$ cat config.mk
export PLATFORM = sky130hd
export DESIGN_NAME = mbox_doorbell_ctrl
export DESIGN_NICKNAME = d
export VERILOG_FILES = /design/src/rtl/mbox_pkg.sv /design/src/rtl/mbox_pending.sv /design/src/rtl/mbox_busy.sv /design/src/rtl/mbox_scratch.sv /design/src/rtl/mbox_doorbell_ctrl.sv
export SDC_FILE = /design/constraint.sdc
export NUM_CORES = 1
export LEC_CHECK = 0
export ABC_AREA = 0
export BUFFER_PORTS_ARGS = -buffer_cell sky130_fd_sc_hd__buf_4
export CORE_MARGIN = 2
export CORE_UTILIZATION = 60
export DETAILED_ROUTE_END_ITERATION = 8
export MAX_ROUTING_LAYER = met4
export PLACE_DENSITY = 0.77
export REMOVE_ABC_BUFFERS = 1
export SYNTH_ARGS = -nofsm -noshare
export SYNTH_HDL_FRONTEND = slang
export SYNTH_HIERARCHICAL = 1
export SYNTH_SLANG_ARGS = --single-unit
$ cat constraint.sdc
create_clock -name clk -period 7 [get_ports clk]
set_clock_uncertainty 0.1 [all_clocks]
set_input_delay 1.05 -clock clk [delete_from_list [all_inputs] [get_ports clk]]
set_output_delay 1.05 -clock clk [all_outputs]
set_load 0.05 [all_outputs]
$ cat src/rtl/mbox_pkg.sv
package mbox_pkg;

  localparam int unsigned MB_AW = 12;
  localparam int unsigned MB_DW = 32;

  localparam logic [MB_AW-1:0] OFS_BUSY  = 12'h004;
  localparam logic [MB_AW-1:0] OFS_START = 12'h008;
  localparam logic [MB_AW-1:0] OFS_TXCH  = 12'h00C;
  localparam logic [MB_AW-1:0] OFS_RXCH  = 12'h010;
  localparam logic [MB_AW-1:0] OFS_ACK   = 12'h014;
  localparam logic [MB_AW-1:0] OFS_MASK0 = 12'h018;
  localparam logic [MB_AW-1:0] OFS_MASK1 = 12'h01C;

  localparam logic [MB_AW-1:0] WIN_FIRST  = 12'h020;
  localparam logic [MB_AW-1:0] WIN_STRIDE = 12'h030;

  // Base byte offset of storage window b
  function automatic logic [MB_AW-1:0] win_base(input int unsigned b);
    return WIN_FIRST + MB_AW'(b) * WIN_STRIDE;
  endfunction

  // True when addr falls inside a window of nwords 32-bit words at base
  function automatic logic in_window(input logic [MB_AW-1:0] addr,
                                     input logic [MB_AW-1:0] base,
                                     input int unsigned nwords);
    return (addr >= base) && (addr < base + (MB_AW'(nwords) << 2));
  endfunction

  // Word index of addr relative to base
  function automatic logic [MB_AW-1:0] word_off(input logic [MB_AW-1:0] addr,
                                                input logic [MB_AW-1:0] base);
    return (addr - base) >> 2;
  endfunction

endpackage

$ cat src/rtl/mbox_pending.sv
module mbox_pending #(
  parameter int unsigned CH_NUM = 8
) (
  input  logic              clk,
  input  logic              rst_n,
  input  logic [CH_NUM-1:0] raise_i,
  input  logic              ack_en,
  input  logic [CH_NUM-1:0] ack_bits,
  output logic [CH_NUM-1:0] flags_o
);

  logic [CH_NUM-1:0] flags_q;
  logic [CH_NUM-1:0] clr_vec;

  assign clr_vec = ack_en ? ack_bits : '0;

  // raise is ORed in after the clear, so a same-cycle raise wins
  always_ff @(posedge clk) begin
    if (!rst_n) flags_q <= '0;
    else        flags_q <= (flags_q & ~clr_vec) | raise_i;
  end

  assign flags_o = flags_q;

  p_raise_sets_r4: assert property (@(posedge clk) disable iff (!rst_n)
    (|raise_i) |=> ((flags_q & $past(raise_i)) == $past(raise_i)));

  p_ack_clears_r5: assert property (@(posedge clk) disable iff (!rst_n)
    ack_en |=> ((flags_q & $past(ack_bits & ~raise_i)) == '0));

endmodule

$ cat src/rtl/mbox_busy.sv
module mbox_busy #(
  parameter int unsigned CH_NUM = 8
) (
  input  logic              clk,
  input  logic              rst_n,
  input  logic              set_en,
  input  logic [CH_NUM-1:0] set_bits,
  input  logic [CH_NUM-1:0] clr_i,
  output logic [CH_NUM-1:0] busy_o
);

  logic [CH_NUM-1:0] busy_q;
  logic [CH_NUM-1:0] set_vec;

  assign set_vec = set_en ? set_bits : '0;

  always_ff @(posedge clk) begin
    if (!rst_n) busy_q <= '0;
    else        busy_q <= (busy_q & ~clr_i) | set_vec;
  end

  assign busy_o = busy_q;

  p_busy_set_r2: assert property (@(posedge clk) disable iff (!rst_n)
    set_en |=> ((busy_q & $past(set_bits)) == $past(set_bits)));

  p_busy_hold_r2: assert property (@(posedge clk) disable iff (!rst_n)
    1'b1 |=> ((busy_q & $past(busy_q & ~clr_i)) == $past(busy_q & ~clr_i)));

endmodule

$ cat src/rtl/mbox_scratch.sv
module mbox_scratch
  import mbox_pkg::*;
#(
  parameter int unsigned BANKS = 2,
  parameter int unsigned WORDS = 8
) (
  input  logic             clk,
  input  logic             rst_n,
  input  logic             wr_en,
  input  logic [MB_AW-1:0] addr,
  input  logic [MB_DW-1:0] wdata,
  output logic             hit_o,
  output logic [MB_DW-1:0] rdata_o
);

  localparam int unsigned TOTAL = BANKS * WORDS;

  logic [MB_DW-1:0] word_q [TOTAL];
  logic [BANKS-1:0] bank_hit;
  logic [MB_AW-1:0] bank_off [BANKS];

  for (genvar b = 0; b < BANKS; b++) begin : g_bank
    assign bank_hit[b] = in_window(addr, win_base(b), WORDS);
    assign bank_off[b] = word_off(addr, win_base(b));
    for (genvar w = 0; w < WORDS; w++) begin : g_word
      always_ff @(posedge clk) begin
        if (!rst_n)
          word_q[b*WORDS+w] <= '0;
        else if (wr_en && bank_hit[b] && (bank_off[b] == MB_AW'(w)))
          word_q[b*WORDS+w] <= wdata;
      end
    end
  end

  always_comb begin
    rdata_o = '0;
    for (int b = 0; b < BANKS; b++)
      for (int w = 0; w < WORDS; w++)
        if (bank_hit[b] && (bank_off[b] == MB_AW'(w)))
          rdata_o = word_q[b*WORDS+w];
  end

  assign hit_o = |bank_hit;

  p_one_bank_r9: assert property (@(posedge clk) disable iff (!rst_n)
    $onehot0(bank_hit));

endmodule

$ cat src/rtl/mbox_doorbell_ctrl.sv
module mbox_doorbell_ctrl
  import mbox_pkg::*;
#(
  parameter int unsigned CH_NUM   = 8,
  parameter int unsigned BANKS    = 2,
  parameter int unsigned WORDS    = 8,
  parameter logic [7:0]  MASK_RST = 8'h82
) (
  input  logic                       clk,
  input  logic                       rst_n,
  input  logic                       reg_wr,
  input  logic [11:0]                reg_addr,
  input  logic [31:0]                reg_wdata,
  output logic [31:0]                reg_rdata,
  input  logic [CH_NUM-1:0]          rmt_raise,
  input  logic [CH_NUM-1:0]          rmt_busy_clr,
  output logic                       rmt_db_valid,
  output logic [$clog2(CH_NUM)-1:0]  rmt_db_chan,
  output logic                       host_irq
);

  localparam int unsigned CIW = $clog2(CH_NUM);

  // named write events
  logic wr_busy, wr_start, wr_txch, wr_ack, wr_mask0, wr_mask1;
  assign wr_busy  = reg_wr && (reg_addr == OFS_BUSY);
  assign wr_start = reg_wr && (reg_addr == OFS_START);
  assign wr_txch  = reg_wr && (reg_addr == OFS_TXCH);
  assign wr_ack   = reg_wr && (reg_addr == OFS_ACK);
  assign wr_mask0 = reg_wr && (reg_addr == OFS_MASK0);
  assign wr_mask1 = reg_wr && (reg_addr == OFS_MASK1);

  logic [CH_NUM-1:0] pend_flags;
  logic [CH_NUM-1:0] busy_bits;
  logic [CH_NUM-1:0] mask0_q;
  logic [MB_DW-1:0]  mask1_q;
  logic [MB_DW-1:0]  start_q;
  logic [CIW-1:0]    txch_q;
  logic              db_valid_q;
  logic              scr_hit;
  logic [MB_DW-1:0]  scr_rdata;

  mbox_pending #(.CH_NUM(CH_NUM)) u_pending (
    .clk      (clk),
    .rst_n    (rst_n),
    .raise_i  (rmt_raise),
    .ack_en   (wr_ack),
    .ack_bits (reg_wdata[CH_NUM-1:0]),
    .flags_o  (pend_flags)
  );

  mbox_busy #(.CH_NUM(CH_NUM)) u_busy (
    .clk      (clk),
    .rst_n    (rst_n),
    .set_en   (wr_busy),
    .set_bits (reg_wdata[CH_NUM-1:0]),
    .clr_i    (rmt_busy_clr),
    .busy_o   (busy_bits)
  );

  mbox_scratch #(.BANKS(BANKS), .WORDS(WORDS)) u_scratch (
    .clk     (clk),
    .rst_n   (rst_n),
    .wr_en   (reg_wr),
    .addr    (reg_addr),
    .wdata   (reg_wdata),
    .hit_o   (scr_hit),
    .rdata_o (scr_rdata)
  );

  always_ff @(posedge clk) begin
    if (!rst_n) begin
      mask0_q    <= CH_NUM'(MASK_RST);
      mask1_q    <= '0;
      start_q    <= '0;
      txch_q     <= '0;
      db_valid_q <= 1'b0;
    end else begin
      if (wr_mask0) mask0_q <= reg_wdata[CH_NUM-1:0];
      if (wr_mask1) mask1_q <= reg_wdata;
      if (wr_start) start_q <= reg_wdata;
      if (wr_txch)  txch_q  <= reg_wdata[CIW-1:0];
      db_valid_q <= wr_txch;
    end
  end

  assign rmt_db_valid = db_valid_q;
  assign rmt_db_chan  = txch_q;
  assign host_irq     = |(pend_flags & mask0_q);

  always_comb begin
    unique case (reg_addr)
      OFS_BUSY:  reg_rdata = MB_DW'(busy_bits);
      OFS_START: reg_rdata = start_q;
      OFS_TXCH:  reg_rdata = MB_DW'(txch_q);
      OFS_RXCH:  reg_rdata = MB_DW'(pend_flags);
      OFS_MASK0: reg_rdata = MB_DW'(mask0_q);
      OFS_MASK1: reg_rdata = mask1_q;
      default:   reg_rdata = scr_hit ? scr_rdata : '0;
    endcase
  end

  p_doorbell_pulse_r3: assert property (@(posedge clk) disable iff (!rst_n)
    wr_txch |=> (rmt_db_valid && (rmt_db_chan == $past(reg_wdata[CIW-1:0]))));

  p_doorbell_single_r3: assert property (@(posedge clk) disable iff (!rst_n)
    !wr_txch |=> !rmt_db_valid);

  p_mask_zero_r7: assert property (@(posedge clk) disable iff (!rst_n)
    (wr_mask0 && (reg_wdata[CH_NUM-1:0] == '0)) |=>
      (!host_irq && ((pend_flags & $past(pend_flags)) == $past(pend_flags))));

  p_hole_reads_zero_r10: assert property (@(posedge clk) disable iff (!rst_n)
    (reg_addr == 12'h040 || reg_addr == 12'h000) |-> (reg_rdata == '0));

endmodule

## Word-level counts from Yosys, hierarchy flattened

Memory sizes are Yosys's and may differ from the RTL's.
Index checks and enable logic that the tools add are counted.

| storage, ports and cells | value |
|---|---|
| flip-flop bits (word level) | 92 |
| output and inout port bits | 37 |
| bits in writable memories | 512 |
| memories kept | 1 |
| logic and storage cells | 189 |
| input port bits | 63 |

Memories:

| name | words | width | read ports | clocked after memory_dff | wr ports | RTL line | RTL |
|---|---|---|---|---|---|---|---|
| u_scratch.word_q | 16 | 32 | 16 | 0 | 16 | mbox_scratch.sv:18 | `logic [MB_DW-1:0] word_q [TOTAL];` |

| cells by class | value |
|---|---|
| reduce and logical (&&, ||, !) cells | 46 |
| eq/ne operators | 21 |
| bitwise logic cells | 23 |
| multiplexer cells | 85 |
| $add $sub $neg | 2 |
| order comparisons | 4 |

Operators with widths:

| operator | number |
|---|---|
| $mux 32 | 33 |
| $pmux 32 s6 | 1 |
| $eq 10x3->1 const B | 8 |
| $mux 1 | 49 |
| $eq 12x5->1 const B | 4 |
| $logic_and 1x1->1 | 42 |
| $eq 10x2->1 const B | 4 |
| $and 8x8->8 | 3 |
| $eq 12x4->1 const B | 2 |
| $logic_not 12->1 | 2 |
| $lt 12x7->1 const B | 2 |
| $eq 10x1->1 const B | 2 |
| $mux 8 | 2 |
| $not 8->8 | 2 |
| $or 1x1->1 | 16 |
| $or 8x8->8 | 2 |
| $eq 12x3->1 const B | 1 |
| $ge 12x6->1 const B | 1 |
| $ge 12x7->1 const B | 1 |
| $sub 12x6->12 const B | 1 |
| $sub 12x7->12 const B | 1 |
| $reduce_or 8->1 | 1 |
| $reduce_or 2->1 | 1 |

## Logic depth before layout (Yosys ltp)

| depth | value |
|---|---|
| depth in word-level cells | 21 |
| mapped depth | 12 |
| gate-level depth less buffers | 9 |

## By module

Netlist, hierarchy kept.

Modules (own cells, without submodules):

| module | cells an instance | area an instance (sq um) | instances | seq. area each (sq um) |
|---|---|---|---|---|
| mbox_scratch | 1932 | 24483.5 | 1 | 15374.7 |
| mbox_doorbell_ctrl | 470 | 4046.4 | 1 | 1521.5 |
| mbox_busy | 33 | 341.6 | 1 | 160.2 |
| mbox_pending | 33 | 285.3 | 1 | 160.2 |

## Worst setup path after synthesis

Ideal clock, no wire load.

| path | value |
|---|---|
| path type | input to register |
| start point | input port reg_addr[5] |
| end point | memory u_scratch.word_q[0][0], enable pin |
| data arrival time | 5.044 ns |
| cell stages on the path | 9 |
| buffers on the path | 3 |
| library setup time | 0.466 ns |
| slack | 1.390 ns |
| data required time | 6.434 ns |
| cells stage by stage | buf_2 inv_1 ha_1 or4b_1 clkbuf_1 nor3_2 buf_2 nand2_1 o21ai_0 |

RTL lines:

| element | RTL line | RTL |
|---|---|---|
| start, declared | mbox_doorbell_ctrl.sv:12 | `input logic [11:0] reg_addr,` |
| end, declared | mbox_scratch.sv:18 |  |

## Worst setup path after layout

| path | value |
|---|---|
| start point | input port reg_addr[11] |
| end point | output port reg_rdata[0] |

| between the ends | value |
|---|---|
| word-level cells in the longest chain between the ends | 21 |
| elaborated cells between the ends (all ways) | 65 |
| those cells by class | 2 x add/sub; 4 x order compare; 20 x eq/ne; 18 x mux; 21 x reduce/logical |

RTL lines:

| element | RTL line | RTL |
|---|---|---|
| $sub 12x6->12 (tied with other cells) | mbox_pkg.sv:32 | `return (addr - base) >> 2;` |
| $logic_not 12->1 / $logic_and 1x1->1 (equally long branches) | mbox_scratch.sv:39, mbox_pkg.sv:26 |  |
| $logic_and 1x1->1 | mbox_scratch.sv:39 | `if (bank_hit[b] && (bank_off[b] == MB_AW'(w)))` |
| $mux 32 (15 in series) | mbox_scratch.sv:39 |  |
| $mux 32 (*) | mbox_scratch.sv:39 |  |
| named net scr_rdata[0] | mbox_doorbell_ctrl.sv:41 | `logic [MB_DW-1:0] scr_rdata;` |
| $mux 32 (*) | mbox_doorbell_ctrl.sv:99 | `default: reg_rdata = scr_hit ? scr_rdata : '0;` |
| $pmux 32 s6 (*) | mbox_doorbell_ctrl.sv:92 | `unique case (reg_addr)` |
| end, declared | mbox_doorbell_ctrl.sv:14 | `output logic [31:0] reg_rdata,` |

The timed path passes the listed nets; every way through them passes the cells marked *.

==> flow_summary_export.csv <==
group,metric,value,unit
setup_path,crit_type,"in -> out",
sta,rsz0062_at_grt,"no",
logic_synthesis,synthAdderAreaFrac,0.001717,
power_and_ir_drop,p_per_area,250.2,nW/µm²
cts,ctsResizeCount,0,
cts,cts.path.max_buffers,3,
setup_path,crit_slowest_cell,"or4_1",
placed_design,place.port_buffers,99,
logic_synthesis,synth_xor_area_frac,0.0003004,
finish,areaGrowthSynthToFinish,12.07,%
global_routing,grt_max_degree,93,
logic_synthesis,syn-cell-area,29160,µm²
power_and_ir_drop,clock_power_share,0.439,
placed_design,pre_cts_ws,991.5,ps
logic_synthesis,synth-edff-count,512,
setup_path,rr_startpoint,"u_pending/flags_o[0]",
floorplan,die_x,224.4,µm
placed_design,hpwl,56230,µm
setup_path,cp.buffers_inverters,2,
logic_synthesis,synthTopCellsByCount,"and2_1 (519), edfxtp_1 (512), nand2_1 (176)",
sta,fin_hold_ws,348.4,ps
global_routing,grt_pass1_wl,133300,µm
routing,first_iter_violations,2727,
routing,drt_drc_violations_left,0,
global_routing,overflow,0,
global_routing,antenna_found_initial,0,
setup_path,cp-start-kind,"input port",
power_and_ir_drop,power_switching,0.001814,W
logic_synthesis,synth-main-ff-cell,"edfxtp_1",
setup_path,crit_path_end_kind,"output port",
routing,viasPerCell,6.790,
power_and_ir_drop,seqPwrFrac,0.501,
setup_path,crit_family,"simple AND/OR/NAND/NOR gates",
logic_synthesis,yosysWarnings,6,
sta,hold_violations,0,
power_and_ir_drop,ir_worst_vdd,0.2070,mV
sta,fmax,0.1653,GHz
logic_synthesis,synth_area_per_cell,11.81,µm²
routing,route.antenna.remaining_nets,0,
floorplan,die_h,224.4,µm
cts,postCtsHoldBufs,0,
finish,num_antenna_cells,0,
sta,setup-violations-final,0,
sta,setup_ws,952.0,ps
sta,maxSlewHeadroom,0.1166,
setup_path,cp_slowest_stage_delay,970,ps
sta,period_share,0.8640,
global_routing,track_usage,0.3690,
run_status,outcome,"finished clean",
setup_path,critPathArrivalTime,4900,ps
power_and_ir_drop,intPower,0.006362,W
sta,worst_slew_pin_slew,1318,ps
logic_synthesis,synthArstFlopShare,0,
cts,clkTransAtPathRegs,60,ps
logic_synthesis,synth_seq_cells,604,
cts,clock-root-buffer,"clkbuf_16",
routing,wirelength,89970,µm
logic_synthesis,synthSimpleGateAreaFrac,0.1895,
logic_synthesis,synth.area.mux_share,0.05454,
floorplan,initial_core_util,0.6094,
finish,fin_nets,2553,
setup_path,rr_endpoint,"u_pending/flags_o[0]",
floorplan,num_rows,80,
power_and_ir_drop,swShare,0.2219,
finish,fin_area,32680,µm²
placed_design,placed_cell_area,30420,µm²
sta,setup-tns-final,0,ps
cts,cts.htree.levels,2,
setup_path,reg2reg_slack,6080,ps
global_routing,grt_pass1_vias,20920,
logic_synthesis,yosys.area.top_type,"edfxtp_1",
setup_path,required,5850,ps
logic_synthesis,synth_top_area_frac,0.5273,
setup_path,critPathLaunch,"reg_addr[11]",
run,maxCapViolCount,0,
setup_path,crit_chain,"buf_4 > or4_1 > or4_1 > nor2_8 > a221oi_1 > and3_1 > o32ai_1 > a21o_1 > buf_4",
sta,finalCriticalPeriod,6048,ps
floorplan,die_area,50370,µm²
worst_hold_path,min_path_type,"reg -> reg",
logic_synthesis,yosysUniqueCellTypes,91,
setup_path,crit_cells,9,
finish,stdcell_count,3153,
finish,layout-drive-gt1-share,0.1568,
setup_path,critPathMaxFanout,17,
placed_design,gp_congestion,0.9383,
cts,cts_tree,"built",
placed_design,placedCellCount,3038,
sta,finalMaxSlewViolations,0,
routing,avgRoutedWirePerCell,28.53,µm
floorplan,io_pins,100,
setup_path,ff2ff_path_depth,2,
finish,fillCellCount,3465,
logic_synthesis,synth_cells,2468,
routing,drtPass1Iterations,6,
cts,numCtsBuffers,60,
cts,clkSinkCount,604,
logic_synthesis,synth_top_family_by_area,"simple AND/OR/NAND/NOR gates",
power_and_ir_drop,leakage,11.41,nW
floorplan,core_region_area,47850,µm²
logic_synthesis,synth_compound_gate_area_share,0.1276,
power_and_ir_drop,comb_power_share,0.061,
cts,postCtsSetupBuffers,0,
setup_path,crit_path_end,"reg_rdata[0]",
logic_synthesis,synth-seq-area-share,0.5905,
logic_synthesis,synth.most_common_cell,"and2_1",
logic_synthesis,yosys-top-cells-area,"edfxtp_1 (53%), and2_1 (11%), dfxtp_1 (6.3%)",
cts,clk_latency,630,ps
routing,dr_total_vias,21410,
stage by stage:
stage	total power, W	utilization
after CTS	0.008181	0.6823
after global routing	0.008359	0.6829
after detailed placement	0.004651	0.6358
after global placement	0.004634	0.6358
after floorplan	0.004362	-
final	0.008176	0.6829
cell type report:
cell class                 instances  area [µm²]  area share
clock buffer                      74        1669     0.05108
clock inverter                    40       558.0     0.01708
inverter                          16       60.06    0.001838
multi-input combinational       1628       11050      0.3383
sequential                       604       17220      0.5269
tap                              615       769.5     0.02355
timing repair buffer             176        1348     0.04124
worst min-delay path by stage:
| stage | start | end | slack, ps | depth (start not counted) |
|---|---|---|---|---|
| after CTS | mask1_q[5] | mask1_q[5] | 350 | 2 |
| final | mask1_q[5] | mask1_q[5] | 350 | 2 |
| after global routing | mask1_q[24] | mask1_q[24] | 370 | 2 |
| after floorplan | mask1_q[1] | mask1_q[1] | 330 | 2 |
| after detailed placement | mask1_q[5] | mask1_q[5] | 340 | 2 |
| after global placement | mask1_q[1] | mask1_q[1] | 330 | 2 |
flip-flops by register name, indices dropped and copies added, names as in the netlist:
name / cells
rmt_db_chan: 3
u_busy/busy_o: 8
rmt_db_valid: 1
mask0_q: 8
u_scratch/word_q: 512
start_q: 32
u_pending/flags_o: 8
mask1_q: 32
kinds of logic after synthesis:
family                     count (synthesis)
DFF                                      604
adders and majority gates                  4
buffers and inverters                    236
xor gates and xnor gates                   1
AOI/OAI and AO/OA                        534
muxes                                    115
and+or+nand+nor                          974
layout by cell type (no fill, tap or decap), types with 8 or more instances in the layout:
master / n
inv_1: 15
nor2_1: 76
and2_1: 519
o21ai_1: 10
a21boi_2: 9
a22o_1: 9
bufinv_16: 13
clkinv_1: 9
mux2i_1: 61
a22oi_1: 48
a21oi_1: 90
a21boi_0: 8
nand3_1: 64
dfxtp_1: 92
nor2_2: 10
o21ai_0: 86
a211oi_1: 12
a21boi_1: 56
o211ai_1: 11
buf_4: 174
a221o_1: 8
o2bb2ai_1: 35
o221ai_1: 14
clkbuf_16: 64
nor3_1: 20
edfxtp_1: 512
o32ai_1: 13
nor2b_1: 20
clkinv_2: 13
nand2_1: 176
nand2b_1: 13
o22ai_1: 25
a221oi_1: 24
nor3_2: 12
a31oi_1: 22
mux4_2: 33
mux2_2: 21
power groups by stage:
| stage | logic [W] | registers, W | clock network (W) |
|---|---|---|---|
| after floorplan | 0.000209 | 0.00415 | 0 |
| after global placement | 0.000477 | 0.00416 | 0 |
| after detailed placement | 0.000485 | 0.00417 | 0 |
| after CTS | 0.000486 | 0.00409 | 0.00360 |
| after global routing | 0.000517 | 0.00410 | 0.00374 |
| final | 0.000496 | 0.00409 | 0.00359 |
per-layer routing:
layer  track usage  vias to the layer above  share of wire  wire (µm)
met5             -                        -              0          0
met3       0.05643                      248           0.11       9785
met1        0.4867                    10600           0.37      33490
met4        0.1621                        0          0.046       4137
li1              -                     9077              -          -
met2        0.5736                     1486           0.47      42560
tightest hold or removal path: cells and delay by family (launching register included):
family | cells | cell delay, ps
simple gates | 1 | 50
compound gates | 1 | 50
flops | 1 | 310
Power figures use the tool's default switching activity.
